==> src/rtl/i2c_seg_select.sv <==
module i2c_seg_select #(
  parameter int unsigned AW = 3,
  parameter int unsigned NSEG = 3,
  parameter logic [NSEG-1:0] PRESENT = '1,
  parameter int unsigned SEL_OFFSET = 6
) (
  input  logic            clk,
  input  logic            rst_n,
  input  logic [AW-1:0]   reg_addr,
  input  logic            reg_wr,
  input  logic [7:0]      reg_wdata,
  output logic [7:0]      reg_rdata,
  input  logic            m_scl_oe,
  input  logic            m_sda_oe,
  output logic            m_scl_in,
  output logic            m_sda_in,
  input  logic [NSEG-1:0] seg_scl_in,
  input  logic [NSEG-1:0] seg_sda_in,
  output logic [NSEG-1:0] seg_scl_oe,
  output logic [NSEG-1:0] seg_sda_oe
);
  localparam int unsigned PAD = 4 - NSEG;
  localparam logic [3:0] FIT4 = 4'(PRESENT);

  logic [1:0] sel;
  logic       hit;
  logic       sel_ok;
  logic [3:0] scl4, sda4;
  logic       unused_wdata;

  assign hit = (reg_addr == AW'(SEL_OFFSET));
  assign unused_wdata = &{1'b0, reg_wdata[7:2]};

  always_ff @(posedge clk or negedge rst_n)
    if (!rst_n) sel <= 2'd0;
    else if (reg_wr && hit) sel <= reg_wdata[1:0];

  assign sel_ok = FIT4[sel];

  generate
    if (PAD > 0) begin : g_pad
      assign scl4 = {{PAD{1'b1}}, seg_scl_in};
      assign sda4 = {{PAD{1'b1}}, seg_sda_in};
    end else begin : g_nopad
      assign scl4 = seg_scl_in;
      assign sda4 = seg_sda_in;
    end
  endgenerate

  for (genvar i = 0; i < NSEG; i++) begin : g_seg
    assign seg_scl_oe[i] = sel_ok && (sel == 2'(i)) && m_scl_oe;
    assign seg_sda_oe[i] = sel_ok && (sel == 2'(i)) && m_sda_oe;
  end

  assign m_scl_in = !m_scl_oe && (!sel_ok || scl4[sel]);
  assign m_sda_in = !m_sda_oe && (!sel_ok || sda4[sel]);

  assign reg_rdata = hit ? {1'b0, FIT4[2:0], 2'b00, sel} : 8'h00;
endmodule

==> config.mk <==
export PLATFORM = sky130hd
export DESIGN_NAME = i2c_seg_select
export DESIGN_NICKNAME = d
export VERILOG_FILES = /design/src/rtl/i2c_seg_select.sv
export SDC_FILE = /design/constraint.sdc
export NUM_CORES = 1
export LEC_CHECK = 0
export ABC_AREA = 1
export CAP_MARGIN = 5
export CORE_AREA = 4 4 41 43
export DETAILED_ROUTE_END_ITERATION = 16
export DIE_AREA = 0 0 45 47
export PLACE_DENSITY = 0.78
export RECOVER_POWER = 50
export SETUP_SLACK_MARGIN = 0.02
export SLEW_MARGIN = 20
export SYNTH_ARGS = -nofsm -noshare
export SYNTH_HDL_FRONTEND = slang
export SYNTH_SLANG_ARGS = --single-unit
==> constraint.sdc <==
create_clock -name clk -period 1.3 [get_ports clk]
set_clock_uncertainty 0.1 [all_clocks]
set_input_delay 0.325 -clock clk [delete_from_list [all_inputs] [get_ports clk]]
set_output_delay 0.325 -clock clk [all_outputs]
set_load 0.02 [all_outputs]
==> flow_summary.ini, run 1 <==
[worst_setup_path]
critPathLaunchType = flip-flop
path_buf_inv = 4
cpMostUsedCell = buf_4
worstPathArrival_ps = 1210
r2r_end = sel[1]
crit_required_ps = 880
cp-end-kind = primary output
path_class = reg2out
crit_chain = clkinv_4 -> buf_4 -> buf_4 -> nor2_4 -> buf_6
r2r_start = sel[1]
r2r_setup_slack_ps = 240
cpPeakStageDelay_ps = 450
path_max_fanout = 7
cp_top_family = buffers and inverters
ff2ff_path_depth = 4
worst_path_max_delay_cell = dfrtp_2

[clock_network]
cts.sinks = 2
htreeDepth = 1
cts-root-buf = clkbuf_4
cts-buffers-inserted = 3
cts_tree = built
clk_pin_slew_worst_paths_ps = 30
cts.path.max_buffers = 2
clk_latency_ps = 220
cts_hold_buf = 0

[yosys]
synth_cell_type_count = 14
ys_top_cells_by_count = nand2_1, buf_4, nor2_1
ys_async_sr_fraction_pct = 100.0
yosys-top-cells-area = nand2_1, dfrtp_1, buf_4, nor2_1, buf_6
synth.ff_latch_count = 2
synth_most_common_cell = nand2_1
syn_area_per_cell_um2 = 5.821
yosysTopAreaCellShare_pct = 22.43
syn_area_um2 = 267.8
synth_flop_cell = dfrtp_1
yosysSeqAreaShare_pct = 18.69
yosys_warnings = 0
synth_top_area_cell = nand2_1
synth_cells = 46
synth_edf_count = 0

[floorplanning]
io_pins = 38
dieArea_mm2 = 0.002115
rows = 13
die_w_um = 45
core_area_mm2 = 0.001301
die_h_um = 47
initial_core_util_pct = 20.58

[power]
p_per_area_mw_per_mm2 = 920.7
swShare_pct = 41.68
pwr-share-comb_pct = 65.1
vdd_drop_max_mv = 0.4453
seq_power_share_pct = 16.3
power_switching_w = 0.0002924
leakage_nw = 0.3807
clkPwrFrac_pct = 18.6
p_int_w = 0.0004092

[drt]
num_vias = 411
drc = 0
avgRoutedWirePerCell_um = 11.07
drtAntennaViolNets = 0
dr.pass1.iters = 2
drt_iter0_markers = 1
vias_per_cell = 4.194
drt_wl_total_um = 1085

[global_routing]
grt_pass1_vias = 394
grt_antenna_before_repair = 0
track_usage_pct = 10.18
grt_pass1_wl_um = 1587
grt_max_degree = 8
grt-ovfl-total = 0

[finish]
syn_to_final_growth_pct = 184.6
largest_reg_flops = 2
layout.cells.non_filler = 98
fillers = 125
nNetsFinal = 107
n_antenna_cell = 0
drive_gt1_share_pct = 66.27
fin_area_um2 = 762.0
largest-register = sel
reg_top3 = sel: 2 flops

[timing]
timing.fmax_mhz = 609.9
hold_viol = 0
drv_slew = 0
fin_crit_sh_pct = 126.1
setup_violations = 10
min_period_ps = 1640
rsz0062_at_grt = true
final.setup.worst_slack_ps = -339.7

[status]
status = complete, but fails checks
failed_checks = negative setup slack

[place]
io_buffers = 28
place_area_um2 = 603.1
placed_cells = 91
dpl.hpwl_um = 738.4
gp_congestion = 0.7567

[worst_hold_path]
hold_class = in2async

[flow_run]
maxCapViolations = 0
[kinds of logic after synthesis]
logic type | after synthesis | synth area share, %
AOI/OAI and AO/OA | 4 | 7.477
buffers and inverters | 12 | 29.91
other | 1 | 1.401
DFF | 2 | 18.69
and+or+nand+nor | 27 | 42.52
[metrics by stage]
| step | util, % | setup slack (ps) | hold WS [ps] | setup TNS, ps | power, W |
|---|---|---|---|---|---|
| after floorplan | - | -122.7 | -70.59 | -302.0 | 0.0002829 |
| after CTS | 49.90 | -341.0 | 172.6 | -2757 | 0.0006115 |
| after global placement | 46.35 | -839.2 | 395.0 | -10420 | 0.0004288 |
| after detailed placement | 46.35 | -846.8 | 404.5 | -10610 | 0.0004342 |
| final | 58.56 | -339.7 | 246.9 | -2760 | 0.0007016 |
| after global routing | 58.56 | -402.7 | 243.8 | -3337 | 0.0007570 |
[area by class of cell]
| type | count | area, um2 | share of cell area, % |
|---|---|---|---|
| repair buffers | 39 | 384.1 | 50.41 |
| inverters | 5 | 26.28 | 3.448 |
| multi-input cells | 34 | 257.7 | 33.83 |
| clock buffers | 3 | 22.52 | 2.956 |
| flip-flops and latches | 2 | 52.55 | 6.897 |
| well taps | 15 | 18.77 | 2.463 |
[how the worst max path moves through the flow]
stage	cells after the start	start	end	slack, ps
after detailed placement	6	seg_scl_in[1]	m_scl_in	-850
after CTS	6	seg_scl_in[1]	m_scl_in	-340
after global placement	6	seg_scl_in[1]	m_scl_in	-840
after floorplan	2	sel[0]	seg_scl_oe[0]	-120
final	5	sel[0]	reg_rdata[0]	-340
after global routing	6	sel[0]	m_sda_in	-400
[per-layer routing]
metal,vias to the layer above,GRT usage [%],part of all wire (%)
li1,209,-,-
met1,181,10.88,35
met2,21,19.49,55
met3,0,2.299,8.9
met4,0,3.509,0
met5,-,0,0
[power groups by stage]
| stage | registers (W) | clock network [W] | logic, W |
|---|---|---|---|
| 2_1_floorplan | 0.0000855 | 0 | 0.000197 |
| 3_3_place_gp | 0.000103 | 0 | 0.000326 |
| 3_5_place_dp | 0.000104 | 0 | 0.000330 |
| 4_1_cts | 0.000111 | 0.000138 | 0.000363 |
| 5_1_grt | 0.000117 | 0.000150 | 0.000490 |
| 6_report | 0.000114 | 0.000131 | 0.000457 |
[repair_timing]
item | 4_1_cts | 5_1_grt
pin swaps | 6 | 6
gates resized for setup | 99 | 28
setup buffers | 2 | 2
setup endpoints to repair | 15 | 10
hold endpoints to repair | 0 | 0
[layout by cell type, fill, tap and decap left out, drive strengths merged]
cell / n
nand3: 2
buf: 27
dlymetal6s2s: 4
clkinv: 1
conb: 3
nor2: 7
dfrtp: 2
dlygate4sd3: 2
clkdlybuf4s50: 5
o21ai: 2
inv: 4
nand2: 16
nor3: 2
a21oi: 2
dlygate4sd2: 1
clkbuf: 3
Note: power is estimated with default switching activity, not from simulation.
==> inputs of run 2 (changes only) <==
--- a/config.mk
+++ b/config.mk
@@ -10,7 +10,7 @@
 export CORE_AREA = 4 4 41 43
 export DETAILED_ROUTE_END_ITERATION = 16
 export DIE_AREA = 0 0 45 47
-export PLACE_DENSITY = 0.78
+export PLACE_DENSITY = 0.7
 export RECOVER_POWER = 50
 export SETUP_SLACK_MARGIN = 0.02
 export SLEW_MARGIN = 20
==> run 2 against run 1 <==
The flow still finishes with violations (negative setup slack). Routed wire length shrank 7.5%. Non-clock buffer count is 1 lower. Hold slack lost 18 ps. Critical path depth up 1. Via count down 3.6%. Flip-flop and latch count is the same. Critical endpoint is now m_scl_in.
==> flow_summary.ini, run 2 (synthesized netlist as in run 1, its figures left out) <==
[floorplanning]
core_area_mm2 = 0.001301
rows = 13
dieArea_mm2 = 0.002115
io_pins = 38
initial_core_util_pct = 20.58
die_w_um = 45
die_h_um = 47

[global_routing]
grt_antenna_before_repair = 0
grt_max_degree = 9
grt-ovfl-total = 0
track_usage_pct = 10.82
grt_pass1_vias = 401
grt_pass1_wl_um = 1607

[drt]
drtAntennaViolNets = 0
topRoutingLayerUsed = met4
drc = 0
drt_wl_total_um = 1004
drt_iter0_markers = 2
met1_length_um = 364
dr_wl_met2_um = 479
dr_wl_met3_um = 151
dr.pass1.iters = 2
vias_per_cell = 4.082
num_vias = 396
avgRoutedWirePerCell_um = 10.35

[worst_setup_path]
path_class = in2out
r2r_end = sel[1]
r2r_start = sel[1]
r2r_setup_slack_ps = 470
crit_required_ps = 880
ff2ff_path_depth = 2
critPathLaunchType = input port
cp-end-kind = primary output
path_max_fanout = 1
worstPathArrival_ps = 1210
worst_setup_path_startpoint = seg_scl_in[1]

[clock_network]
cts_hold_buf = 0
cts.sinks = 2
cts-buffers-inserted = 3
clk_pin_slew_worst_paths_ps = 30
htreeDepth = 1
cts_tree = built
clk_latency_ps = 230
cts-root-buf = clkbuf_4
cts.path.max_buffers = 2

[finish]
drive_gt1_share_pct = 58.54
nNetsFinal = 106
largest_reg_flops = 2
final_common_cell = nand2_1
largest-register = sel
reg_top3 = sel: 2 flops
final_cell_mix = nand2_1, buf_6, buf_4, clkdlybuf4s50_1, nor2_4
syn_to_final_growth_pct = 157.0
n_antenna_cell = 0

[power]
leakage_nw = 0.3357
p_per_area_mw_per_mm2 = 930.5
p_total_w = 0.0006403
vdd_drop_max_mv = 0.4395

[status]
failed_checks = negative setup slack
status = complete, but fails checks

[timing]
timing.fmax_mhz = 610.3
setup_violations = 13
hold_viol = 0
drv_slew = 0
final.setup.worst_slack_ps = -338.6
fin_crit_sh_pct = 126.0
min_period_ps = 1639
rsz0062_at_grt = true

[flow_run]
maxCapViolations = 0

[place]
gp_congestion = 0.7265
io_buffers = 28
dpl.hpwl_um = 738.3
dp_worst_setup_slack_ps = -851.9

[worst_hold_path]
hold_class = in2async
run 2: layout make-up:
class,count,area (um2)
fillers,141,613.1
repair buffers,38,345.3
multi-input cells,34,222.7
flip-flops and latches,2,52.55
inverters,5,26.28
clock buffers,3,22.52
well taps,15,18.77
run 2: worst max-delay path by stage:
| stage | to | slack, ps |
|---|---|---|
| 2_1_floorplan | seg_scl_oe[0] | -120 |
| 3_5_place_dp | m_scl_in | -850 |
| 5_1_grt | m_scl_in | -400 |
| 4_1_cts | m_scl_in | -350 |
| 6_report | m_scl_in | -340 |
| 3_3_place_gp | m_sda_in | -830 |
run 2: worst max-delay path, stage by stage:
cell             delay, ps
clkdlybuf4s50_1        450
nand2_1                 50
nand2_1                 70
nand2_2                 60
a21oi_4                120
buf_6                  130
run 2: report_power, final:
| group | internal [W] | switching [W] | total, W |
|---|---|---|---|
| clock | 0.000102 | 0.0000381 | 0.000140 |
| combinational | 0.000195 | 0.000193 | 0.000388 |
| sequential | 0.0000768 | 0.0000353 | 0.000112 |
| total | 0.000374 | 0.000266 | 0.000640 |
run 2: metal layers:
layer	vias up	global-route usage [%]
met5	-	0
met4	0	5.263
met3	2	6.130
met2	26	17.51
met1	164	11.36
li1	204	-
run 2: stage by stage:
stage | setup TNS (ps) | cell area, um2 | std cells | utilization [%] | hold WS, ps
after CTS | -2808 | 680.7 | 96 | 52.31 | 154.4
after floorplan | -302.0 | 307.8 | 48 | - | -70.59
after global routing | -3679 | 688.2 | 97 | 52.88 | 226.0
final | -2844 | 688.2 | 97 | 52.88 | 228.5
after detailed placement | -10690 | 603.1 | 91 | 46.35 | 399.7
after global placement | -10460 | 603.1 | 91 | 46.35 | 397.0
run 2: timing repair:
action,CTS,global route
gates resized for setup,109,3
endpoints found under the setup margin,15,12
setup buffers,2,1
cloned,0,0
pin swaps,6,2
==> inputs of run 3 (changes only) <==
--- a/config.mk
+++ b/config.mk
@@ -10,6 +10,7 @@
 export CORE_AREA = 4 4 41 43
 export DETAILED_ROUTE_END_ITERATION = 16
 export DIE_AREA = 0 0 45 47
+export GPL_TIMING_DRIVEN = 0
 export PLACE_DENSITY = 0.7
 export RECOVER_POWER = 50
 export SETUP_SLACK_MARGIN = 0.02
==> run 3 against run 2 <==
The run still ends with negative setup slack left. Critical endpoint unchanged. Sequential power fell by 15%. Count of clock-buffer cells in the layout did not move. Die area did not move. Largest cell class unchanged. Cell area rose by 7.5%. First-iteration DRC count fell by 50%. Register-to-register slack got worse by 240 ps.
==> flow_summary.ini, run 3 (synthesized netlist as in run 1, its figures left out) <==
[global_routing]
grt_antenna_before_repair = 0
grt-ovfl-total = 0
grt_pass1_vias = 376
grt_pass1_wl_um = 1566
grt_max_degree = 8
track_usage_pct = 10.11

[clock_network]
cts.path.max_buffers = 2
clk_latency_ps = 220
cts_tree = built
cts-root-buf = clkbuf_4
cts-buffers-inserted = 3
clk_pin_slew_worst_paths_ps = 30
cts_hold_buf = 0
cts.sinks = 2
htreeDepth = 1

[floorplanning]
initial_core_util_pct = 20.58
core_area_mm2 = 0.001301
dieArea_mm2 = 0.002115
rows = 13
die_w_um = 45
io_pins = 38
die_h_um = 47

[finish]
n_antenna_cell = 0
final_cell_mix = buf_6, buf_4, nand2_1, nand2_2, dlygate4sd2_1
final_common_cell = buf_6
final_util_pct = 56.83
nNetsFinal = 110
largest_reg_flops = 2
syn_to_final_growth_pct = 176.2
drive_gt1_share_pct = 62.79
reg_top3 = sel: 2 flops
largest-register = sel

[timing]
final.setup.tns_ps = -2457
fin_crit_sh_pct = 122.7
setup_violations = 10
timing.fmax_mhz = 627.1
drv_slew = 0
final.setup.worst_slack_ps = -294.8
hold_viol = 0
min_period_ps = 1595
rsz0062_at_grt = true

[worst_setup_path]
worst_setup_path_startpoint = sel[0]
critPathLaunchType = flip-flop
path_max_fanout = 6
ff2ff_path_depth = 5
r2r_start = sel[0]
path_class = reg2out
worstPathArrival_ps = 1170
crit_required_ps = 880
cp-end-kind = primary output
r2r_end = sel[0]
r2r_setup_slack_ps = 230

[drt]
num_vias = 402
avgRoutedWirePerCell_um = 9.644
dr.pass1.iters = 3
dr_wl_met3_um = 163
dr_wl_met2_um = 476
drtAntennaViolNets = 0
drt_wl_total_um = 974
drc = 0
vias_per_cell = 3.980
topRoutingLayerUsed = met3
met1_length_um = 334
drt_iter0_markers = 1

[place]
dp_worst_setup_slack_ps = -891.1
io_buffers = 28
gp_congestion = 0.7183

[power]
vdd_drop_max_mv = 0.5231
leakage_nw = 0.3677
p_per_area_mw_per_mm2 = 878.2

[flow_run]
maxCapViolations = 0

[status]
failed_checks = negative setup slack
status = complete, but fails checks

[worst_hold_path]
hold_class = in2async
-- run 3: changes by cell type in the layout (fill, tap and decap cells not counted), sizes merged --
cell | before | now
clkdlybuf4s50 | 8 | 4
buf | 25 | 30
dlymetal6s2s | 1 | 0
clkbuf | 4 | 3
dlygate4sd3 | 1 | 2
dlygate4sd2 | 2 | 6
-- run 3: critical path, stage by stage, from the launching register on --
cell      delay, ps
dfrtp_1         360
buf_6           130
clkinv_4         50
nand2_2          50
nand2_2          50
nand2_2          60
a21oi_4         110
buf_6           130
-- run 3: cell type report --
cell class | count | area (um2)
multi-input combinational | 34 | 222.7
sequential | 2 | 51.30
fill | 142 | 561.8
inverter | 5 | 26.28
timing repair buffer | 35 | 330.3
buffer | 7 | 67.56
tap | 15 | 18.77
clock buffer | 3 | 22.52
-- run 3: routing by layer --
metal / GRT usage [%] / up-vias
li1: - / 212
met1: 10.91 / 167
met2: 16.10 / 23
met3: 7.663 / 0
met4: 1.754 / 0
met5: 0 / -
-- run 3: power breakdown --
part / switching (W) / internal, W
logic: 0.000206 / 0.000213
clock network: 0.0000336 / 0.000102
registers: 0.0000191 / 0.0000756
total: 0.000259 / 0.000391
-- run 3: through the flow --
step / instance area, um2 / power, W / hold WS [ps] / cells
finish: 739.5 / 0.0006494 / 234.1 / 101
floorplan: 307.8 / 0.0002829 / -70.59 / 48
CTS: 688.2 / 0.0006218 / 155.6 / 99
global route: 739.5 / 0.0007013 / 235.5 / 101
detailed placement: 606.8 / 0.0004257 / 398.0 / 91
global placement: 606.8 / 0.0004225 / 395.6 / 91
-- run 3: timing repair --
item,4_1_cts,5_1_grt
setup buffers,5,2
gates resized for setup,107,11
pin swaps,9,6
setup endpoints to repair,13,13
-- run 3: how the worst max path moves through the flow --
stage | endpoint | slack, ps | cells past startpoint
floorplan | seg_scl_oe[0] | -120 | 2
global placement | reg_rdata[0] | -870 | 6
detailed placement | reg_rdata[0] | -890 | 6
CTS | m_scl_in | -340 | 7
global route | m_sda_in | -350 | 7
finish | m_scl_in | -290 | 7
